<file path="src/rtl/spiRegPkg.sv">
package spiRegPkg;

  typedef enum logic [1:0] {
    ST_IDLE,
    ST_SHIFT,
    ST_TAIL,
    ST_GAP
  } ctrlState_t;

  // strobes from control to datapath, one cycle each
  typedef struct packed {
    logic loadCmd;
    logic loadZero;
    logic divRestart;
    logic rise;
    logic fall;
    logic latchRd;
    logic gapStart;
  } dpStrobe_t;

  // clocks per SCLK half period, rounded up so SCLK never exceeds sclkHz
  function automatic int calcHalfDiv(longint clkHz, longint sclkHz);
    longint q;
    q = (clkHz + 2 * sclkHz - 1) / (2 * sclkHz);
    if (q < 1) q = 1;
    return int'(q);
  endfunction

  // clocks covering guardNs, rounded up, at least one
  function automatic int calcGuard(longint clkHz, longint guardNs);
    longint q;
    q = (guardNs * clkHz + 64'd999_999_999) / 64'd1_000_000_000;
    if (q < 1) q = 1;
    return int'(q);
  endfunction

endpackage

</file>
<file path="src/rtl/spiRegDatapath.sv">
module spiRegDatapath
  import spiRegPkg::*;
#(
  parameter int FRAME_BITS = 16,
  parameter int DATA_W     = 12,
  parameter int HALF_DIV   = 5,
  parameter int GUARD_CYC  = 1
) (
  input  logic                  clk,
  input  logic                  rstN,
  input  dpStrobe_t             strb,
  input  logic [FRAME_BITS-1:0] frameIn,
  input  logic                  spiMiso,
  output logic                  spiMosi,
  output logic                  sclkLvl,
  output logic                  tick,
  output logic                  lastBit,
  output logic                  gapDone,
  output logic [DATA_W-1:0]     rdData
);

  localparam int BIT_W = $clog2(FRAME_BITS + 1);
  localparam int DIV_W = $clog2(HALF_DIV + 1);
  localparam int GAP_W = $clog2(GUARD_CYC + 1);

  logic [DIV_W-1:0]      divCnt;
  logic [BIT_W-1:0]      bitCnt;
  logic [GAP_W-1:0]      gapCnt;
  logic [FRAME_BITS-1:0] txShift;
  logic [DATA_W-1:0]     rxShift;
  logic                  sclkQ;

  // half-period timer
  assign tick = (divCnt == '0);

  always_ff @(posedge clk or negedge rstN) begin
    if (!rstN) begin
      divCnt <= '0;
    end else if (strb.divRestart || tick) begin
      divCnt <= DIV_W'(HALF_DIV - 1);
    end else begin
      divCnt <= divCnt - 1'b1;
    end
  end

  // serial clock level
  always_ff @(posedge clk or negedge rstN) begin
    if (!rstN) begin
      sclkQ <= 1'b0;
    end else if (strb.rise) begin
      sclkQ <= 1'b1;
    end else if (strb.fall) begin
      sclkQ <= 1'b0;
    end
  end

  // transmit register: MSB drives the line, advances on the falling edge
  always_ff @(posedge clk or negedge rstN) begin
    if (!rstN) begin
      txShift <= '0;
    end else if (strb.loadCmd) begin
      txShift <= frameIn;
    end else if (strb.loadZero) begin
      txShift <= '0;
    end else if (strb.fall) begin
      txShift <= {txShift[FRAME_BITS-2:0], 1'b0};
    end
  end

  // receive register keeps only the low data bits of the frame
  always_ff @(posedge clk or negedge rstN) begin
    if (!rstN) begin
      rxShift <= '0;
    end else if (strb.rise) begin
      rxShift <= {rxShift[DATA_W-2:0], spiMiso};
    end
  end

  always_ff @(posedge clk or negedge rstN) begin
    if (!rstN) begin
      bitCnt <= '0;
    end else if (strb.loadCmd || strb.loadZero) begin
      bitCnt <= '0;
    end else if (strb.rise) begin
      bitCnt <= bitCnt + 1'b1;
    end
  end

  // chip-select guard timer
  always_ff @(posedge clk or negedge rstN) begin
    if (!rstN) begin
      gapCnt <= '0;
    end else if (strb.gapStart) begin
      gapCnt <= GAP_W'(GUARD_CYC - 1);
    end else if (gapCnt != '0) begin
      gapCnt <= gapCnt - 1'b1;
    end
  end

  always_ff @(posedge clk or negedge rstN) begin
    if (!rstN) begin
      rdData <= '0;
    end else if (strb.latchRd) begin
      rdData <= rxShift;
    end
  end

  assign lastBit = (bitCnt == BIT_W'(FRAME_BITS));
  assign gapDone = (gapCnt == '0);
  assign spiMosi = txShift[FRAME_BITS-1];
  assign sclkLvl = sclkQ;

endmodule

</file>
<file path="src/rtl/spiRegCtrl.sv">
module spiRegCtrl
  import spiRegPkg::*;
#(
  parameter int ADDR_W   = 3,
  parameter int DATA_W   = 12,
  parameter int MAX_ADDR = 5,
  localparam int FRAME_BITS = 1 + ADDR_W + DATA_W
) (
  input  logic                  clk,
  input  logic                  rstN,
  input  logic                  reqValid,
  input  logic                  reqWrite,
  input  logic [ADDR_W-1:0]     reqAddr,
  input  logic [DATA_W-1:0]     reqWdata,
  input  logic                  sclkLvl,
  input  logic                  tick,
  input  logic                  lastBit,
  input  logic                  gapDone,
  output logic                  reqReady,
  output logic                  rspDone,
  output logic                  rspErr,
  output logic                  spiCsN,
  output logic [FRAME_BITS-1:0] frameOut,
  output dpStrobe_t             strb
);

  ctrlState_t state, stateNext;
  logic csQ, csNext;
  logic isRead, isReadNext;
  logic second, secondNext;
  logic doneQ, doneNext;
  logic errQ, errNext;

  // command word: flag, address, data (zero for reads)
  assign frameOut = {reqWrite, reqAddr, reqWrite ? reqWdata : {DATA_W{1'b0}}};

  always_comb begin
    stateNext  = state;
    csNext     = csQ;
    isReadNext = isRead;
    secondNext = second;
    doneNext   = 1'b0;
    errNext    = 1'b0;
    strb       = '0;
    unique case (state)
      ST_IDLE: begin
        if (reqValid) begin
          if (int'(reqAddr) > MAX_ADDR) begin
            errNext = 1'b1;
          end else begin
            strb.loadCmd    = 1'b1;
            strb.divRestart = 1'b1;
            csNext          = 1'b0;
            isReadNext      = !reqWrite;
            secondNext      = 1'b0;
            stateNext       = ST_SHIFT;
          end
        end
      end
      ST_SHIFT: begin
        if (tick) begin
          if (!sclkLvl) begin
            strb.rise = 1'b1;
          end else begin
            strb.fall = 1'b1;
            if (lastBit) stateNext = ST_TAIL;
          end
        end
      end
      ST_TAIL: begin
        if (tick) begin
          csNext = 1'b1;
          if (isRead && !second) begin
            strb.gapStart = 1'b1;
            stateNext     = ST_GAP;
          end else begin
            strb.latchRd = isRead;
            doneNext     = 1'b1;
            stateNext    = ST_IDLE;
          end
        end
      end
      ST_GAP: begin
        if (gapDone) begin
          strb.loadZero   = 1'b1;
          strb.divRestart = 1'b1;
          csNext          = 1'b0;
          secondNext      = 1'b1;
          stateNext       = ST_SHIFT;
        end
      end
      default: stateNext = ST_IDLE;
    endcase
  end

  always_ff @(posedge clk or negedge rstN) begin
    if (!rstN) begin
      state  <= ST_IDLE;
      csQ    <= 1'b1;
      isRead <= 1'b0;
      second <= 1'b0;
      doneQ  <= 1'b0;
      errQ   <= 1'b0;
    end else begin
      state  <= stateNext;
      csQ    <= csNext;
      isRead <= isReadNext;
      second <= secondNext;
      doneQ  <= doneNext;
      errQ   <= errNext;
    end
  end

  assign reqReady = (state == ST_IDLE);
  assign rspDone  = doneQ;
  assign rspErr   = errQ;
  assign spiCsN   = csQ;

endmodule

</file>
<file path="src/rtl/spiRegMaster.sv">
module spiRegMaster
  import spiRegPkg::*;
#(
  parameter longint CLK_HZ      = 100_000_000,
  parameter longint SCLK_MAX_HZ = 10_000_000,
  parameter longint GUARD_NS    = 10,
  parameter int     ADDR_W      = 3,
  parameter int     DATA_W      = 12,
  parameter int     MAX_ADDR    = 5
) (
  input  logic              clk,
  input  logic              rstN,
  input  logic              reqValid,
  output logic              reqReady,
  input  logic              reqWrite,
  input  logic [ADDR_W-1:0] reqAddr,
  input  logic [DATA_W-1:0] reqWdata,
  output logic              rspDone,
  output logic              rspErr,
  output logic [DATA_W-1:0] rspRdata,
  output logic              spiCsN,
  output logic              spiSclk,
  output logic              spiMosi,
  input  logic              spiMiso
);

  localparam int FRAME_BITS = 1 + ADDR_W + DATA_W;
  localparam int HALF_DIV   = calcHalfDiv(CLK_HZ, SCLK_MAX_HZ);
  localparam int GUARD_CYC  = calcGuard(CLK_HZ, GUARD_NS);

  dpStrobe_t             strb;
  logic [FRAME_BITS-1:0] frameWord;
  logic                  sclkLvl;
  logic                  tick;
  logic                  lastBit;
  logic                  gapDone;

  spiRegCtrl #(
    .ADDR_W  (ADDR_W),
    .DATA_W  (DATA_W),
    .MAX_ADDR(MAX_ADDR)
  ) uCtrl (
    .clk     (clk),
    .rstN    (rstN),
    .reqValid(reqValid),
    .reqWrite(reqWrite),
    .reqAddr (reqAddr),
    .reqWdata(reqWdata),
    .sclkLvl (sclkLvl),
    .tick    (tick),
    .lastBit (lastBit),
    .gapDone (gapDone),
    .reqReady(reqReady),
    .rspDone (rspDone),
    .rspErr  (rspErr),
    .spiCsN  (spiCsN),
    .frameOut(frameWord),
    .strb    (strb)
  );

  spiRegDatapath #(
    .FRAME_BITS(FRAME_BITS),
    .DATA_W    (DATA_W),
    .HALF_DIV  (HALF_DIV),
    .GUARD_CYC (GUARD_CYC)
  ) uDp (
    .clk    (clk),
    .rstN   (rstN),
    .strb   (strb),
    .frameIn(frameWord),
    .spiMiso(spiMiso),
    .spiMosi(spiMosi),
    .sclkLvl(sclkLvl),
    .tick   (tick),
    .lastBit(lastBit),
    .gapDone(gapDone),
    .rdData (rspRdata)
  );

  assign spiSclk = sclkLvl;

endmodule

</file>
<file path="config.mk">
export PLATFORM = sky130hd
export DESIGN_NAME = spiRegMaster
export DESIGN_NICKNAME = d
export VERILOG_FILES = /design/src/rtl/spiRegPkg.sv /design/src/rtl/spiRegDatapath.sv /design/src/rtl/spiRegCtrl.sv /design/src/rtl/spiRegMaster.sv
export SDC_FILE = /design/constraint.sdc
export NUM_CORES = 1
export LEC_CHECK = 0
export ABC_AREA = 1
export BUFFER_PORTS_ARGS = -buffer_cell sky130_fd_sc_hd__buf_2
export CORE_MARGIN = 3
export CORE_UTILIZATION = 57
export DETAILED_ROUTE_END_ITERATION = 8
export HOLD_SLACK_MARGIN = 0.08
export PLACE_DENSITY = 0.79
export SKIP_CTS_REPAIR_TIMING = 1
export SYNTH_ARGS = -nofsm -noshare
export SYNTH_HDL_FRONTEND = slang
export SYNTH_HIERARCHICAL = 1
export SYNTH_SLANG_ARGS = --single-unit
</file>
<file path="constraint.sdc">
create_clock -name clk -period 2.06 [get_ports clk]
set_input_delay 0.309 -clock clk [delete_from_list [all_inputs] [get_ports clk]]
set_output_delay 0.309 -clock clk [all_outputs]
set_load 0.02 [all_outputs]
</file>
==> results.toml <==
[sta]
rsz0062_at_grt = "false"
max-slew-margin-rel_pct = 60.1
tightest_slew_ns = 0.598
drv_slew = 0
post-route-period-util_pct = 87.0
maxClockFrequency_ghz = 0.558
fin_setup_tns_ns = 0
clock_skew_ns = 0.00872
fin_crit_ns = 1.79
hold_viol = 0
fin_ws_ns = 0.268
setup_viol = 0

[global_routing]
grt_first_pass_wirelength_mm = 8.65
grt_max_degree = 27
antenna_found_initial = 0
grt-ovfl-total = 0
grt_pass1_vias = 1987
globalRouteTotalUtil_pct = 18.0

[power_and_ir_drop]
power_frac_seq_pct = 42.5
p_sw_mw = 1.56
swShare_pct = 41.0
p_per_area_nw_per_um2 = 1200
pwr-share-comb_pct = 41.3
vdd_ir_drop_max_mv = 0.592
p_leak_nw = 1.83
p_int_mw = 2.25
clkPwrFrac_pct = 16.2

[setup_path]
timing.rr.start = "uCtrl/state[0]$_DFFE_PN0P_"
crit_arrival_ns = 2.00
crit_buf_inv = 4
worst_path_max_delay_cell = "dfrtp_1"
cp_common_cell = "inv_1"
reg2reg_depth = 10
startpoint = "uCtrl/state[0]$_DFFE_PN0P_"
end_kind = "flip-flop"
crit_fanout = 16
worst-setup-path-type = "flip-flop to flip-flop"
r2r_slack_ns = 0.27
path_delay_family = "simple AND/OR/NAND/NOR gates"
timing.rr.end = "uDp/txShift[2]$_DFFE_PN0P_"
slowest_delay_ns = 0.41
worstPathRequired_ns = 2.27
startpoint_type = "flip-flop"
crit_chain = "inv_1 > ha_1 > nand3_1 > inv_1 > clkinv_2 > nand2_4 > nor2_8 > nand2_1 > nand2_1 > inv_1"

[clocking]
numCtsBuffers = 5
ctsLongestPathBuffers = 2
cts-root-buf = "clkbuf_8"
cts.sinks = 56
htreeDepth = 2
clkTransAtPathRegs_ns = 0.10
tritoncts = "yes"
clock_latency_ns = 0.31

[floorplan]
die_h_um = 77.0
pin_count = 38
die_w_um = 77.0
coreArea_um2 = 4790
design.die.area_um2 = 5930
initial_core_util_pct = 60.1
rows = 25

[drt]
dr.pass1.iters = 4
drtIter0Drc = 71
viasPerCell = 4.69
drc_errors = 0
drt_wl_total_mm = 4.86
vias = 2194
ant_nets = 0
wire_per_inst_um = 10.4

[hold_path]
min_to = "uDp/rxShift[0]$_DFFE_PN0P_"
worstHoldStart = "spiMiso"
hold_depth = 3
hold_path.class = "primary input to flip-flop"

[placement]
place_area_um2 = 3080
numPortBuffers = 37
globalplace.congestion = 0.854
dp.cells = 459
hpwl_mm = 3.52
place_ws_ns = 0.271

[flow_run]
maxCapViolCount = 0

[final_layout]
layout_commonest_cell = "nand2_1"
stdcell_count = 468
final_nets = 428
final_area_um2 = 3190
layout_common_cells = "nand2_1, inv_1, dfrtp_1, buf_2, nor2_1"
final_util_pct = 66.6
antenna_cells = 0
drive_gt1_share_pct = 19.7
area_delta_synth_final_pct = 10.8

[run_status]
status = "complete, no violations"

[synth]
syn_area_per_cell_um2 = 7.90
synth_area_um2 = 2880
synth_nets = 392
synth_cells = 364
yosys_warnings = 6
## power by group through the flow
stage          combinational (mW)  sequential [mW]  clock [mW]
2_1_floorplan                1.26             1.66           0
3_3_place_gp                 1.54             1.63           0
3_5_place_dp                 1.58             1.63           0
4_1_cts                      1.59             1.62       0.643
5_1_grt                      1.81             1.66       0.695
6_report                     1.57             1.62       0.618
## worst reg2reg max path, delay by kind of cell, from the launching register on
family                     cells  cell delay (ns)
DFF                            1             0.41
buffers and inverters          4             0.37
adders and majority gates      1             0.27
and+or+nand+nor                5             0.65
## worst max-delay path by stage
stage / end / slack [ns] / cells past startpoint
4_1_cts: uDp/txShift[4]$_DFFE_PN0P_ / 0.26 / 10
3_5_place_dp: uDp/txShift[5]$_DFFE_PN0P_ / 0.27 / 10
3_3_place_gp: uDp/txShift[1]$_DFFE_PN0P_ / 0.36 / 10
5_1_grt: uDp/txShift[4]$_DFFE_PN0P_ / 0.11 / 10
6_report: uDp/txShift[2]$_DFFE_PN0P_ / 0.27 / 10
2_1_floorplan: uDp/txShift[10]$_DFFE_PN0P_ / 0.30 / 11
## cell type report
type	instances	area (µm²)
tap	67	83.8
fill	421	1600
sequential	56	1400
timing repair buffer	44	253
multi-input combinational	221	1080
clock buffer	5	68.8
inverter	72	272
clock inverter	3	25.0
## state kept, by name, summed over array words and instances (netlist names), 2 cells and up
register     flops
uCtrl/state      2
uDp/divCnt       3
uDp/rxShift     12
uDp/bitCnt       5
uDp/rdData      12
uDp/txShift     16
## routing by layer
metal / GRT usage (%) / vias up / wire, µm
met5: 0 / - / 0
met4: 4.80 / 0 / 25
met3: 3.99 / 3 / 192
met2: 30.4 / 48 / 2320
met1: 23.4 / 1001 / 2320
li1: - / 1142 / -
## through the flow
stage / hold WS, ns / total power, mW
after floorplan: 0.0134 / 2.92
after global placement: 0.356 / 3.17
after detailed placement: 0.347 / 3.21
after CTS: 0.00869 / 3.85
after global routing: 0.210 / 4.17
final: 0.211 / 3.81
(Power assumes the default switching activity.)
